### src/rtl/vpw_tx_pkg.sv
// Package: shared types for the variable pulse width transmitter.
// Assumes nothing beyond IEEE 1800-2017 enums.
package vpw_tx_pkg;

    // Sequencer states, from idle through the frame or break phases
    typedef enum logic [2:0] {
        ST_IDLE,
        ST_SOF,
        ST_BIT,
        ST_PAD,
        ST_EOD,
        ST_EOF,
        ST_BRK,
        ST_RCV
    } vpw_state_e;

endpackage

### src/rtl/vpw_tx_timer.sv
// Module: symbol duration counter.
// Loads a length in ticks and flags expiry on the tick that ends it.
// Assumes load values are nonzero; a load takes priority over counting.
module vpw_tx_timer #(
    parameter int CNT_W = 9
) (
    input  logic             clk,
    input  logic             rst_n,
    input  logic             tick,
    input  logic             load,
    input  logic [CNT_W-1:0] load_val,
    output logic             expire
);

    logic [CNT_W-1:0] cnt;

    // Count down one per tick after each load, resting at zero
    always_ff @(posedge clk) begin
        if (!rst_n) begin
            cnt <= '0;
        end else if (load) begin
            cnt <= load_val;
        end else if (tick && cnt != '0) begin
            cnt <= cnt - CNT_W'(1);
        end
    end

    // Expiry is the tick that takes the count from one to zero
    assign expire = tick && (cnt == CNT_W'(1));

    AST_LOAD_NONZERO: assert property (@(posedge clk) disable iff (!rst_n)
        load |-> (load_val != '0));

endmodule

### src/rtl/vpw_tx_feed.sv
// Module: one-entry byte holding stage with valid/ready handshake.
// Takes bytes only while the sequencer allows it and the frame is not closed.
// Assumes the sequencer pops only when hold_v is set.
module vpw_tx_feed #(
    parameter int DATA_W = 8
) (
    input  logic              clk,
    input  logic              rst_n,
    input  logic              s_valid,
    output logic              s_ready,
    input  logic [DATA_W-1:0] s_data,
    input  logic              s_last,
    input  logic              allow,
    input  logic              pop,
    input  logic              frame_end,
    output logic              hold_v,
    output logic [DATA_W-1:0] hold_d,
    output logic              hold_last
);

    logic closed;

    // Ready when the slot is empty, the sequencer allows it and no last byte was taken
    assign s_ready = allow && !hold_v && !closed;

    // Capture offered bytes, release them on pop, track the last-byte flag
    always_ff @(posedge clk) begin
        if (!rst_n) begin
            hold_v    <= 1'b0;
            hold_d    <= '0;
            hold_last <= 1'b0;
            closed    <= 1'b0;
        end else begin
            if (s_valid && s_ready) begin
                hold_v    <= 1'b1;
                hold_d    <= s_data;
                hold_last <= s_last;
                if (s_last) begin
                    closed <= 1'b1;
                end
            end else if (pop) begin
                hold_v <= 1'b0;
            end
            if (frame_end) begin
                closed <= 1'b0;
            end
        end
    end

    AST_HOLD_KEPT: assert property (@(posedge clk) disable iff (!rst_n)
        (hold_v && !pop) |=> (hold_v && $stable(hold_d)));

    AST_CLOSE_ON_LAST: assert property (@(posedge clk) disable iff (!rst_n)
        $rose(closed) |-> $past(s_last));

endmodule

### src/rtl/vpw_tx_seq.sv
// Module: symbol sequencer for frames and breaks.
// Chooses each symbol's level and length and drives the registered line.
// Assumes the timer expires once per loaded symbol and that DATA_W >= 2.
module vpw_tx_seq
    import vpw_tx_pkg::*;
#(
    parameter int DATA_W  = 8,
    parameter int T_SHORT = 64,
    parameter int T_LONG  = 128,
    parameter int T_SOF   = 200,
    parameter int T_EOD   = 200,
    parameter int T_EOF   = 280,
    parameter int T_BRK   = 240,
    parameter int CNT_W   = 9
) (
    input  logic              clk,
    input  logic              rst_n,
    input  logic              brk_req,
    input  logic              hold_v,
    input  logic [DATA_W-1:0] hold_d,
    input  logic              hold_last,
    input  logic              expire,
    output logic              pop,
    output logic              load,
    output logic [CNT_W-1:0]  load_val,
    output logic              allow,
    output logic              frame_end,
    output logic              bus_active,
    output logic              busy,
    output logic              frame_done
);

    localparam int IDX_W = (DATA_W > 2) ? $clog2(DATA_W) : 1;
    localparam logic [IDX_W-1:0] IDX_LAST = IDX_W'(DATA_W - 1);

    vpw_state_e        state, st_n;
    logic              bus_q, bus_n;
    logic [DATA_W-1:0] shreg, sh_n;
    logic [IDX_W-1:0]  bit_idx, idx_n;
    logic              last_q, last_n;
    logic              done_q, done_n;

    // Pulse length of a data bit: long when bit value and level differ
    function automatic logic [CNT_W-1:0] sym_len(input logic b, input logic act);
        return (b ^ act) ? CNT_W'(T_LONG) : CNT_W'(T_SHORT);
    endfunction

    // Next-state and symbol selection for the frame and break sequences
    always_comb begin
        st_n     = state;
        bus_n    = bus_q;
        sh_n     = shreg;
        idx_n    = bit_idx;
        last_n   = last_q;
        done_n   = 1'b0;
        pop      = 1'b0;
        load     = 1'b0;
        load_val = '0;
        case (state)
            ST_IDLE: begin
                if (hold_v) begin
                    pop      = 1'b1;
                    sh_n     = hold_d;
                    last_n   = hold_last;
                    st_n     = ST_SOF;
                    bus_n    = 1'b1;
                    load     = 1'b1;
                    load_val = CNT_W'(T_SOF);
                end else if (brk_req) begin
                    st_n     = ST_BRK;
                    bus_n    = 1'b1;
                    load     = 1'b1;
                    load_val = CNT_W'(T_BRK);
                end
            end
            ST_SOF: begin
                if (expire) begin
                    st_n     = ST_BIT;
                    idx_n    = '0;
                    bus_n    = 1'b0;
                    load     = 1'b1;
                    load_val = sym_len(shreg[DATA_W-1], 1'b0);
                end
            end
            ST_BIT: begin
                if (expire) begin
                    if (bit_idx != IDX_LAST) begin
                        idx_n    = bit_idx + IDX_W'(1);
                        sh_n     = {shreg[DATA_W-2:0], 1'b0};
                        bus_n    = !bus_q;
                        load     = 1'b1;
                        load_val = sym_len(shreg[DATA_W-2], !bus_q);
                    end else if (!last_q && hold_v) begin
                        pop      = 1'b1;
                        sh_n     = hold_d;
                        last_n   = hold_last;
                        idx_n    = '0;
                        bus_n    = !bus_q;
                        load     = 1'b1;
                        load_val = sym_len(hold_d[DATA_W-1], !bus_q);
                    end else if (!bus_q) begin
                        st_n     = ST_PAD;
                        bus_n    = 1'b1;
                        load     = 1'b1;
                        load_val = CNT_W'(T_SHORT);
                    end else begin
                        st_n     = ST_EOD;
                        bus_n    = 1'b0;
                        load     = 1'b1;
                        load_val = CNT_W'(T_EOD);
                    end
                end
            end
            ST_PAD: begin
                if (expire) begin
                    st_n     = ST_EOD;
                    bus_n    = 1'b0;
                    load     = 1'b1;
                    load_val = CNT_W'(T_EOD);
                end
            end
            ST_EOD: begin
                if (expire) begin
                    st_n     = ST_EOF;
                    load     = 1'b1;
                    load_val = CNT_W'(T_EOF - T_EOD);
                end
            end
            ST_EOF: begin
                if (expire) begin
                    st_n   = ST_IDLE;
                    done_n = 1'b1;
                end
            end
            ST_BRK: begin
                if (expire) begin
                    st_n     = ST_RCV;
                    bus_n    = 1'b0;
                    load     = 1'b1;
                    load_val = CNT_W'(T_EOF);
                end
            end
            ST_RCV: begin
                if (expire) begin
                    st_n = ST_IDLE;
                end
            end
            default: st_n = ST_IDLE;
        endcase
    end

    // Register state, line level, shift data and the done pulse
    always_ff @(posedge clk) begin
        if (!rst_n) begin
            state   <= ST_IDLE;
            bus_q   <= 1'b0;
            shreg   <= '0;
            bit_idx <= '0;
            last_q  <= 1'b0;
            done_q  <= 1'b0;
        end else begin
            state   <= st_n;
            bus_q   <= bus_n;
            shreg   <= sh_n;
            bit_idx <= idx_n;
            last_q  <= last_n;
            done_q  <= done_n;
        end
    end

    assign allow      = (state == ST_IDLE) || (state == ST_SOF) || (state == ST_BIT);
    assign frame_end  = (state == ST_EOF) && expire;
    assign bus_active = bus_q;
    assign busy       = (state != ST_IDLE);
    assign frame_done = done_q;

    AST_SOF_ACTIVE: assert property (@(posedge clk) disable iff (!rst_n)
        (state == ST_SOF) |-> bus_q);

    AST_BIT_FLIPS: assert property (@(posedge clk) disable iff (!rst_n)
        (state == ST_BIT && $past(state) == ST_BIT && $past(expire)) |-> (bus_q != $past(bus_q)));

    AST_EOD_FROM_ACTIVE: assert property (@(posedge clk) disable iff (!rst_n)
        (state == ST_EOD && $past(state) != ST_EOD) |-> ($past(bus_q) && !bus_q));

    AST_DONE_AT_IDLE: assert property (@(posedge clk) disable iff (!rst_n)
        frame_done |-> (state == ST_IDLE && !bus_q && $past(state) == ST_EOF));

    AST_BREAK_ACTIVE: assert property (@(posedge clk) disable iff (!rst_n)
        (state == ST_BRK) |-> (bus_q && !frame_done));

endmodule

### src/rtl/vpw_tx.sv
// Module: variable pulse width transmitter top.
// Joins the byte holding stage, the symbol sequencer and the duration timer.
// Assumes tick_us pulses for one clock per microsecond and DATA_W is even.
module vpw_tx #(
    parameter int DATA_W  = 8,
    parameter int T_SHORT = 64,
    parameter int T_LONG  = 128,
    parameter int T_SOF   = 200,
    parameter int T_EOD   = 200,
    parameter int T_EOF   = 280,
    parameter int T_BRK   = 240
) (
    input  logic              clk,
    input  logic              rst_n,
    input  logic              tick_us,
    input  logic              s_valid,
    output logic              s_ready,
    input  logic [DATA_W-1:0] s_data,
    input  logic              s_last,
    input  logic              brk_req,
    output logic              bus_active,
    output logic              busy,
    output logic              frame_done
);

    localparam int M1    = (T_SHORT > T_LONG) ? T_SHORT : T_LONG;
    localparam int M2    = (M1 > T_SOF) ? M1 : T_SOF;
    localparam int M3    = (M2 > T_EOF) ? M2 : T_EOF;
    localparam int T_MAX = (M3 > T_BRK) ? M3 : T_BRK;
    localparam int CNT_W = $clog2(T_MAX + 1);

    logic              hold_v, hold_last, pop, allow, frame_end;
    logic [DATA_W-1:0] hold_d;
    logic              load, expire;
    logic [CNT_W-1:0]  load_val;

    vpw_tx_feed #(.DATA_W(DATA_W)) u_feed (
        .clk       (clk),
        .rst_n     (rst_n),
        .s_valid   (s_valid),
        .s_ready   (s_ready),
        .s_data    (s_data),
        .s_last    (s_last),
        .allow     (allow),
        .pop       (pop),
        .frame_end (frame_end),
        .hold_v    (hold_v),
        .hold_d    (hold_d),
        .hold_last (hold_last)
    );

    vpw_tx_seq #(
        .DATA_W  (DATA_W),
        .T_SHORT (T_SHORT),
        .T_LONG  (T_LONG),
        .T_SOF   (T_SOF),
        .T_EOD   (T_EOD),
        .T_EOF   (T_EOF),
        .T_BRK   (T_BRK),
        .CNT_W   (CNT_W)
    ) u_seq (
        .clk        (clk),
        .rst_n      (rst_n),
        .brk_req    (brk_req),
        .hold_v     (hold_v),
        .hold_d     (hold_d),
        .hold_last  (hold_last),
        .expire     (expire),
        .pop        (pop),
        .load       (load),
        .load_val   (load_val),
        .allow      (allow),
        .frame_end  (frame_end),
        .bus_active (bus_active),
        .busy       (busy),
        .frame_done (frame_done)
    );

    vpw_tx_timer #(.CNT_W(CNT_W)) u_timer (
        .clk      (clk),
        .rst_n    (rst_n),
        .tick     (tick_us),
        .load     (load),
        .load_val (load_val),
        .expire   (expire)
    );

endmodule

### config.mk
export PLATFORM = sky130hd
export DESIGN_NAME = vpw_tx
export DESIGN_NICKNAME = d
export VERILOG_FILES = /design/src/rtl/vpw_tx_pkg.sv /design/src/rtl/vpw_tx_timer.sv /design/src/rtl/vpw_tx_feed.sv /design/src/rtl/vpw_tx_seq.sv /design/src/rtl/vpw_tx.sv
export SDC_FILE = /design/constraint.sdc
export NUM_CORES = 1
export LEC_CHECK = 0
export BUFFER_PORTS_ARGS = -buffer_cell sky130_fd_sc_hd__buf_2
export CORE_ASPECT_RATIO = 0.7
export CORE_MARGIN = 2
export CORE_UTILIZATION = 53
export CTS_CLUSTER_SIZE = 40
export DETAILED_ROUTE_END_ITERATION = 7
export PLACE_DENSITY = 0.73
export SKIP_CTS_REPAIR_TIMING = 1
export SLEW_MARGIN = 20
export SYNTH_ARGS = -nofsm -noshare
export SYNTH_HDL_FRONTEND = slang
export SYNTH_SLANG_ARGS = --single-unit
### constraint.sdc
create_clock -name clk -period 1.84 [get_ports clk]
set_input_delay 0.184 -clock clk [delete_from_list [all_inputs] [get_ports clk]]
set_output_delay 0.184 -clock clk [all_outputs]
set_load 0.005 [all_outputs]
==> flow_metrics.env, run 1 <==
export IMPL_status="completed"
export IMPL_cts_made_buffers=5
export IMPL_grt_max_degree=27
export IMPL_final_layout_size_suffix_gt1_frac=0.271
export IMPL_nets=306
export IMPL_ys_ff_latch=37
export IMPL_path_max_fanout=8
export IMPL_cp_end_kind="output pin"
export IMPL_die_y_um=55.5
export IMPL_finClkSkew_ns=0.00468
export IMPL_intPower_mw=2.78
export IMPL_grt_first_pass_wirelength_um=8510
export IMPL_io_pins=18
export IMPL_synthCells=242
export IMPL_start_util=0.560
export IMPL_ys_async_sr_fraction=0
export IMPL_fin_crit_sh=0.967
export IMPL_clock_sinks=37
export IMPL_slew_headroom=0.605
export IMPL_power_density_nw_per_um2=1860
export IMPL_finalSetupTns_ns=0
export IMPL_slew_viol_final=0
export IMPL_synth_most_common_cell="dfxtp_1"
export IMPL_maxCapViolCount=0
export IMPL_period_needed_ns=1.78
export IMPL_setup_ws_ns=0.0607
export IMPL_power_frac_seq=0.253
export IMPL_synthTopCellsByArea="dfxtp_1, mux2i_1, a21oi_1, a211oi_1, nand3_1"
export IMPL_grt_usage=0.251
export IMPL_die_x_um=77.6
export IMPL_grt_pass1_vias=1777
export IMPL_switching_share=0.422
export IMPL_tightest_slew_ns=0.588
export IMPL_first_pass_iters=5
export IMPL_h_tree_depth=2
export IMPL_clkTransAtPathRegs_ns=0.08
export IMPL_fp_coreArea_sq_um=3580
export IMPL_p_clk_frac=0.145
export IMPL_synth_area_leader_cell="dfxtp_1"
export IMPL_comb_power_share=0.602
export IMPL_clock_path_buffers=2
export IMPL_fmax_mhz=562
export IMPL_yosys_warnings=0
export IMPL_p_leak_nw=1.05
export IMPL_root_buffer="clkbuf_8"
export IMPL_yosys_cell_types_count=52
export IMPL_viasPerCell=6.06
export IMPL_p_switching_mw=2.04
export IMPL_synth_top_area_frac=0.369
export IMPL_synth_ff_type="dfxtp_1"
export IMPL_netlist_top_cells_count="dfxtp_1, nand2_1, nor2_1"
export IMPL_synth_edf_count=0
export IMPL_avgRoutedWirePerCell_um=15.9
export IMPL_hpwlAfterDp_um=3760
export IMPL_crit_type="reg2out"
export IMPL_mappedNetlistArea_sq_um=2010
export IMPL_place_congestion=0.926
export IMPL_antenna_found_initial=0
export IMPL_die_area_sq_um=4300
export IMPL_final_core_util=0.724
export IMPL_syn_num_nets=261
export IMPL_yosysSeqAreaShare=0.369
export IMPL_drtIter0Drc=189
export IMPL_drtAntennaViolNets=0
export IMPL_min_path_type="in2reg"
export IMPL_cp_required_ns=1.66
export IMPL_synthToLayoutAreaGrowth_pct=29.2
export IMPL_core_rowCount=18
export IMPL_setup_viol=0
export IMPL_post_place_ws_ns=-0.00874
export IMPL_grt_overflow_total=0
export IMPL_port_buffers=17
export IMPL_hold_viol_final=0
export IMPL_avgSynthCellArea_sq_um=8.29
export IMPL_cts_tree="done"
export IMPL_crit_arrival_ns=1.60
export IMPL_worst_skew_pair_late_latency_ns=0.29
export IMPL_wirelength_um=5380
export IMPL_diodes=0
export IMPL_vdd_ir_drop_max_mv=0.997
export IMPL_drc=0
export IMPL_vias=2049
export IMPL_crit_path_start_kind="register"
-- cell type report --
class	instances	area, sq um
multi-input cells	182	1270
fillers	283	988
flip-flops and latches	37	742
repair buffers	53	372
clock buffers	6	72.6
well taps	50	62.6
clock inverters	2	38.8
inverters	8	30.0
-- routing by layer --
metal  GRT usage  wire [um]  vias to the layer above
li1            -          -                      986
met1       0.378       2540                      957
met2       0.342       2320                      100
met3      0.0735        481                        6
met4      0.0740         42                        0
met5           0          0                        -
-- stage by stage --
| stage | cell area [sq um] | std cells | power [mW] | hold slack, ns |
|---|---|---|---|---|
| after floorplan | 2020 | 242 | 2.77 | 0.331 |
| after global placement | 2360 | 327 | 3.71 | 0.437 |
| after detailed placement | 2360 | 327 | 3.75 | 0.443 |
| after CTS | 2470 | 335 | 4.46 | 0.130 |
| after global routing | 2590 | 338 | 5.14 | 0.132 |
| final | 2590 | 338 | 4.82 | 0.132 |
-- power by group through the flow --
stage / combinational [mW] / sequential [mW] / clock, mW
after floorplan: 1.57 / 1.20 / 0
after global placement: 2.49 / 1.22 / 0
after detailed placement: 2.52 / 1.22 / 0
after CTS: 2.55 / 1.21 / 0.713
after global routing: 3.15 / 1.25 / 0.745
final: 2.90 / 1.22 / 0.700
-- flip-flops by register name, indices dropped and copies added (netlist names) --
signal and count:
u_seq.last_q 1, u_seq.bit_idx 3, u_seq.shreg 8, u_seq.state 3, u_feed.hold_last 1, u_feed.hold_v 1
u_seq.bus_active 1, u_feed.hold_d 8, u_timer.cnt 9, u_seq.frame_done 1, u_feed.closed 1
-- kinds of logic (layout without fill, tap and decap cells) --
logic type	count (synthesis)	in the layout	synth area share
xor+xnor	7	7	0.0305
mux	10	10	0.0499
fa+ha+maj	5	5	0.0312
flops	37	37	0.369
compound gates	66	66	0.227
simple gates	94	94	0.246
buf+inv	23	69	0.0468
-- layout by cell type (no fill, tap or decap), types with 2 or more instances in the layout --
cell / count
dfxtp_1: 36
buf_4: 34
nand2_1: 21
nor2_1: 21
a21oi_1: 18
buf_2: 17
nand3_1: 15
mux2i_1: 10
a211oi_1: 8
inv_1: 6
nor3_1: 6
nand2b_1: 6
nand4_1: 5
a31oi_1: 5
clkbuf_8: 5
xor2_1: 4
ha_1: 4
nor4_1: 3
and3_1: 3
o211a_1: 3
o211ai_1: 3
xnor2_1: 3
a211oi_2: 3
o21ai_0: 3
nor4b_1: 2
o311a_1: 2
o221ai_1: 2
o22ai_1: 2
-- final timing paths --
path	startpoint	to	slack [ns]	cells after the start
worst max-delay path	u_seq.state[1]$_SDFFE_PN0P_	s_ready	0.06	5
worst min register to register	u_feed.hold_d[3]$_SDFFE_PN0P_	u_feed.hold_d[3]$_SDFFE_PN0P_	0.46	2
worst max register to register	u_timer.cnt[1]$_SDFFE_PN0P_	u_seq.shreg[5]$_SDFFE_PN0P_	0.10	8
worst min-delay path	s_data[2]	u_feed.hold_d[2]$_SDFFE_PN0P_	0.13	3
-- critical path, stage by stage (launching register included) --
cell,delay (ns)
dfxtp_1,0.33
buf_4,0.17
buf_4,0.18
a2111oi_4,0.31
buf_4,0.20
buf_2,0.11
(Power assumes the default switching activity.)
==> run 2: changes to the inputs <==
Settings changed: SETUP_SLACK_MARGIN set to 0.1.
==> run 2 against run 1 <==
Compared with the run above: sequential power is 4% higher; clock skew increased by 0.0014 ns; non-clock buffer count fell by 12; critical path depth up 1; die area did not move; first-iteration DRC count is 23% higher; design area is 0.15% lower; clock-buffer cell count fell by 1.
==> flow_metrics.env, run 2 (same netlist as run 1, synthesis figures left out) <==
export IMPL_first_pass_iters=4
export IMPL_port_buffers=17
export IMPL_cp_required_ns=2.03
export IMPL_reg2reg_depth=6
export IMPL_cp_end_kind="register"
export IMPL_top_regs="u_timer.cnt (9), u_feed.hold_d (8), u_seq.shreg (8)"
export IMPL_dpl_cell_area_sq_um=2280
export IMPL_io_pins=18
export IMPL_grt_usage=0.235
export IMPL_setup_ws_ns=0.0538
export IMPL_viasPerCell=6.03
export IMPL_h_tree_depth=2
export IMPL_worst_skew_pair_late_latency_ns=0.29
export IMPL_r2r_end="u_timer.cnt[6]$_SDFFE_PN0P_"
export IMPL_grt_pass1_vias=1692
export IMPL_path_max_fanout=5
export IMPL_largest_reg_flops=9
export IMPL_drtIter0Drc=232
export IMPL_antenna_found_initial=0
export IMPL_tightest_slew_ns=0.722
export IMPL_hpwlAfterDp_um=3300
export IMPL_crit_type="reg2reg"
export IMPL_clock_path_buffers=2
export IMPL_finalNonFillerCells=326
export IMPL_finClkSkew_ns=0.00606
export IMPL_fp_coreArea_sq_um=3580
export IMPL_multiInputGateArea_sq_um=1310
export IMPL_power_density_nw_per_um2=1880
export IMPL_vdd_ir_drop_max_mv=1.31
export IMPL_final_cell_mix="dfxtp_1, nand2_1, nor2_1, buf_4, a21oi_1"
export IMPL_crit_arrival_ns=1.98
export IMPL_min_delay_start="s_data[2]"
export IMPL_grt_max_degree=21
export IMPL_final_common_cell="dfxtp_1"
export IMPL_maxCapViolCount=0
export IMPL_fin_area_sq_um=2590
export IMPL_vias=1965
export IMPL_grt_first_pass_wirelength_um=8140
export IMPL_final_layout_size_suffix_gt1_frac=0.264
export IMPL_start_util=0.560
export IMPL_power_mw=4.87
export IMPL_hold_viol_final=0
export IMPL_avgRoutedWirePerCell_um=15.9
export IMPL_cts_tree="done"
export IMPL_drtAntennaViolNets=0
export IMPL_grt_overflow_total=0
export IMPL_reg2reg_from="u_timer.cnt[2]$_SDFFE_PN0P_"
export IMPL_clock_sinks=37
export IMPL_fmax_mhz=560
export IMPL_crit_path_start_kind="register"
export IMPL_clkTransAtPathRegs_ns=0.08
export IMPL_core_rowCount=18
export IMPL_whs_endpoint="u_feed.hold_d[2]$_SDFFE_PN0P_"
export IMPL_p_leak_nw=1.03
export IMPL_final_core_util=0.723
export IMPL_setup_viol=0
export IMPL_diodes=0
export IMPL_n_fill_cell=248
export IMPL_min_path_type="in2reg"
export IMPL_regMostFlops="u_timer.cnt"
export IMPL_die_area_sq_um=4300
export IMPL_synthToLayoutAreaGrowth_pct=29.0
export IMPL_die_y_um=55.5
export IMPL_place_inst=312
export IMPL_finalSetupTns_ns=0
export IMPL_r2r_slack_ns=0.05
export IMPL_status="completed"
export IMPL_nets=294
export IMPL_wirelength_um=5190
export IMPL_period_needed_ns=1.79
export IMPL_cts_made_buffers=5
export IMPL_drc=0
export IMPL_slew_viol_final=0
export IMPL_post_place_ws_ns=0.0470
export IMPL_seqCellArea_sq_um=744
export IMPL_place_congestion=0.926
export IMPL_min_path_cells=3
export IMPL_fin_crit_sh=0.971
export IMPL_slew_headroom=0.514
export IMPL_fin_hold_ws_ns=0.135
export IMPL_rsz0062_at_grt="yes"
export IMPL_root_buffer="clkbuf_8"
export IMPL_die_x_um=77.6
-- run 2: cell count changes in the layout (fill, tap and decap cells not counted), sizes merged --
| cell | change |
|---|---|
| clkbuf | -1 |
| bufinv | +1 |
| buf | -12 |
-- run 2: critical path: stages (launching register included) --
cell	delay, ns
dfxtp_1	0.32
buf_4	0.16
nor4_1	0.61
nand2_1	0.16
nand4_1	0.15
xnor2_1	0.08
o211a_1	0.21
-- run 2: area by class of cell --
class | count | share of cell area
multi-input cells | 182 | 0.507
flip-flops and latches | 37 | 0.288
repair buffers | 41 | 0.117
clock buffers | 5 | 0.0266
clock inverters | 3 | 0.0251
well taps | 50 | 0.0242
inverters | 8 | 0.0126
-- run 2: report_power, final --
group	internal, mW	switching [mW]	total [mW]
logic	1.27	1.50	2.76
clock network	0.538	0.298	0.836
registers	1.03	0.238	1.27
total	2.84	2.03	4.87
-- run 2: how the worst max path moves through the flow --
stage | startpoint | to | slack (ns) | depth (start not counted)
2_1_floorplan | u_timer.cnt[1]$_SDFFE_PN0P_ | u_seq.bit_idx[0]$_SDFFE_PN0P_ | 0.10 | 9
3_3_place_gp | u_timer.cnt[0]$_SDFFE_PN0P_ | u_timer.cnt[4]$_SDFFE_PN0P_ | 0.12 | 5
3_5_place_dp | u_timer.cnt[1]$_SDFFE_PN0P_ | u_timer.cnt[6]$_SDFFE_PN0P_ | 0.05 | 7
4_1_cts | u_timer.cnt[1]$_SDFFE_PN0P_ | u_timer.cnt[6]$_SDFFE_PN0P_ | -0.01 | 7
5_1_grt | u_timer.cnt[2]$_SDFFE_PN0P_ | u_timer.cnt[6]$_SDFFE_PN0P_ | -0.09 | 6
6_report | u_timer.cnt[2]$_SDFFE_PN0P_ | u_timer.cnt[6]$_SDFFE_PN0P_ | 0.05 | 6
-- run 2: per-layer routing --
metal | GRT usage | up-vias | share of wire
met3 | 0.0556 | 11 | 0.070
li1 | - | 961 | -
met5 | 0 | - | 0
met4 | 0.0765 | 0 | 0.019
met2 | 0.338 | 79 | 0.42
met1 | 0.346 | 914 | 0.49
==> run 3: changes to the inputs <==
Settings changed: CORE_UTILIZATION 53 to 59, PLACE_DENSITY 0.73 to 0.77, SYNTH_HIERARCHICAL set to 1.
Clock period 1.84 ns to 1.7 ns, I/O delays scaled along.
==> run 3 against run 2 <==
Compared with the run above: the flow now finishes with violations (setup timing); design area rose by 16%; core utilization rose by 11 points; non-clock buffer count rose by 29; critical endpoint is now u_timer/cnt[8]$_SDFFE_PN0P_.
==> flow_metrics.env, run 3 <==
export IMPL_status="finished, violations left"
export IMPL_violations="setup timing"
export IMPL_fmax_mhz=497
export IMPL_r2r_slack_ns=-0.31
export IMPL_synthCells=279
export IMPL_synth_top_area_frac=0.325
export IMPL_cts_tree="done"
export IMPL_reg2reg_depth=9
export IMPL_first_pass_iters=5
export IMPL_hold_viol_final=0
export IMPL_synth_edf_count=0
export IMPL_drtAntennaViolNets=0
export IMPL_grt_usage=0.272
export IMPL_ys_async_sr_fraction=0
export IMPL_die_x_um=78.3
export IMPL_grt_max_degree=25
export IMPL_grt_first_pass_wirelength_um=9320
export IMPL_r2r_end="u_timer/cnt[8]$_SDFFE_PN0P_"
export IMPL_p_leak_nw=1.18
export IMPL_cts_made_buffers=5
export IMPL_avgRoutedWirePerCell_um=16.4
export IMPL_hpwlAfterDp_um=4230
export IMPL_synthToLayoutAreaGrowth_pct=32.1
export IMPL_die_y_um=56.0
export IMPL_n_fill_cell=217
export IMPL_worst_skew_pair_late_latency_ns=0.28
export IMPL_finClkSkew_ns=0.00545
export IMPL_antenna_found_initial=0
export IMPL_crit_arrival_ns=2.17
export IMPL_startpoint="u_timer/cnt[6]$_SDFFE_PN0P_"
export IMPL_power_density_nw_per_um2=1750
export IMPL_grt_pass1_vias=1973
export IMPL_wirelength_um=6290
export IMPL_p_clk_frac=0.118
export IMPL_yosys_warnings=6
export IMPL_setup_viol=26
export IMPL_synth_top_family_by_area="simple AND/OR/NAND/NOR gates"
export IMPL_synth_ff_type="dfxtp_1"
export IMPL_intPower_mw=3.03
export IMPL_largest_reg_flops=9
export IMPL_root_buffer="clkbuf_8"
export IMPL_final_layout_size_suffix_gt1_frac=0.363
export IMPL_yosys_cell_types_count=62
export IMPL_top_regs="u_timer/cnt (9), u_feed/hold_d (8), u_seq/shreg (8)"
export IMPL_fp_coreArea_sq_um=3600
export IMPL_avgSynthCellArea_sq_um=8.16
export IMPL_core_rowCount=18
export IMPL_vias=2315
export IMPL_rsz0062_at_grt="yes"
export IMPL_maxCapViolCount=0
export IMPL_seqCellArea_sq_um=744
export IMPL_netlist_top_cells_count="dfxtp_1, nand2_1, o21ai_0"
export IMPL_ys_ff_latch=37
export IMPL_grt_overflow_total=0
export IMPL_clock_sinks=37
export IMPL_place_congestion=0.921
export IMPL_power_frac_seq=0.260
export IMPL_cp_required_ns=1.86
export IMPL_multiInputGateArea_sq_um=1550
export IMPL_slew_viol_final=0
export IMPL_port_buffers=17
export IMPL_drtIter0Drc=223
export IMPL_viasPerCell=6.04
export IMPL_path_max_fanout=8
export IMPL_fin_crit_sh=1.18
export IMPL_switching_share=0.425
export IMPL_drc=0
export IMPL_min_path_type="in2reg"
export IMPL_io_pins=18
export IMPL_post_place_ws_ns=-0.312
export IMPL_mappedNetlistArea_sq_um=2280
export IMPL_period_needed_ns=2.01
export IMPL_comb_power_share=0.622
export IMPL_p_switching_mw=2.24
export IMPL_yosysSeqAreaShare=0.325
export IMPL_regMostFlops="u_timer/cnt"
export IMPL_clock_path_buffers=2
export IMPL_clkTransAtPathRegs_ns=0.07
export IMPL_die_area_sq_um=4380
export IMPL_synthTopCellsByArea="dfxtp_1, mux2i_1, nand2_1, o21ai_0, a21oi_1"
export IMPL_synth_compound_area_frac=0.232
export IMPL_synth_simple_area_share=0.254
export IMPL_final_cell_mix="buf_4, dfxtp_1, nand2_1"
export IMPL_fin_hold_ws_ns=0.130
export IMPL_synth_xor_area_frac=0.0192
export IMPL_crit_type="reg2reg"
export IMPL_synth_mux_area_frac=0.0577
export IMPL_yosys_area_share_adder=0.0330
export IMPL_synth_area_leader_cell="dfxtp_1"
export IMPL_setup_ws_ns=-0.310
export IMPL_reg2reg_from="u_timer/cnt[6]$_SDFFE_PN0P_"
export IMPL_crit_path_start_kind="register"
export IMPL_final_common_cell="buf_4"
export IMPL_nets=353
export IMPL_cp_end_kind="register"
export IMPL_start_util=0.632
export IMPL_cp_endpoint="u_timer/cnt[8]$_SDFFE_PN0P_"
export IMPL_h_tree_depth=2
export IMPL_synth_most_common_cell="dfxtp_1"
export IMPL_diodes=0
export IMPL_vdd_ir_drop_max_mv=1.60
run 3: cell count changes after synthesis, sizes merged, moves of 4 or more:
cell | previous run | this run
a211oi | 11 | 4
a311oi | 1 | 7
buf | 4 | 16
nand2 | 21 | 30
nand3 | 16 | 10
nor2 | 21 | 17
nor2b | 1 | 9
o21ai | 6 | 23
xor2 | 4 | 0
run 3: area by class of cell:
type                       instances  area share
clock buffer                       6      0.0274
clock inverter                     1     0.00249
inverter                           9      0.0121
multi-input combinational        210       0.516
sequential                        37       0.247
tap                               50      0.0208
timing repair buffer              70       0.174
run 3: how the worst min path moves through the flow:
stage / start / end / depth (start not counted)
3_5_place_dp: s_data[7] / u_feed/hold_d[7]$_SDFFE_PN0P_ / 3
4_1_cts: s_data[7] / u_feed/hold_d[7]$_SDFFE_PN0P_ / 3
5_1_grt: s_data[7] / u_feed/hold_d[7]$_SDFFE_PN0P_ / 3
3_3_place_gp: s_data[5] / u_feed/hold_d[5]$_SDFFE_PN0P_ / 3
2_1_floorplan: rst_n / u_seq/frame_done$_SDFF_PN0_ / 1
6_report: s_data[7] / u_feed/hold_d[7]$_SDFFE_PN0P_ / 3
run 3: cell families (layout without fill, tap and decap cells):
family | count (synthesis) | after routing
AOI/OAI and AO/OA | 77 | 77
xor gates and xnor gates | 5 | 5
adders and majority gates | 6 | 6
buffers and inverters | 34 | 86
DFF | 37 | 37
muxes | 13 | 13
other | 1 | 3
and+or+nand+nor | 106 | 106
run 3: power by group through the flow:
| stage | Sequential [mW] | Clock, mW | Combinational [mW] |
|---|---|---|---|
| detailed placement | 1.36 | 0 | 2.73 |
| global placement | 1.36 | 0 | 2.67 |
| finish | 1.37 | 0.620 | 3.28 |
| CTS | 1.34 | 0.631 | 2.75 |
| global route | 1.40 | 0.665 | 3.54 |
| floorplan | 1.34 | 0 | 1.81 |
run 3: routing by layer:
layer  wire, um  global-route usage
met1       3100               0.429
met2       2660               0.367
met3        464              0.0584
met4         65              0.0752
met5          0                   0
run 3: stage by stage:
stage	setup TNS (ns)	instance area, sq um	utilization	power, mW	std cells
4_1_cts	-6.51	2800	0.776	4.73	379
5_1_grt	-7.13	3010	0.835	5.60	383
2_1_floorplan	-4.02	2350	-	3.15	281
3_3_place_gp	-3.29	2710	0.751	4.03	372
3_5_place_dp	-6.02	2710	0.751	4.09	372
6_report	-5.13	3010	0.835	5.27	383
run 3: critical path: stages, from the launching register on:
cell,delay [ns]
dfxtp_2,0.34
nor4_4,0.30
and4_4,0.33
inv_2,0.06
mux2_4,0.29
a21oi_4,0.15
inv_4,0.08
buf_6,0.13
o21ai_2,0.12
a21oi_1,0.07
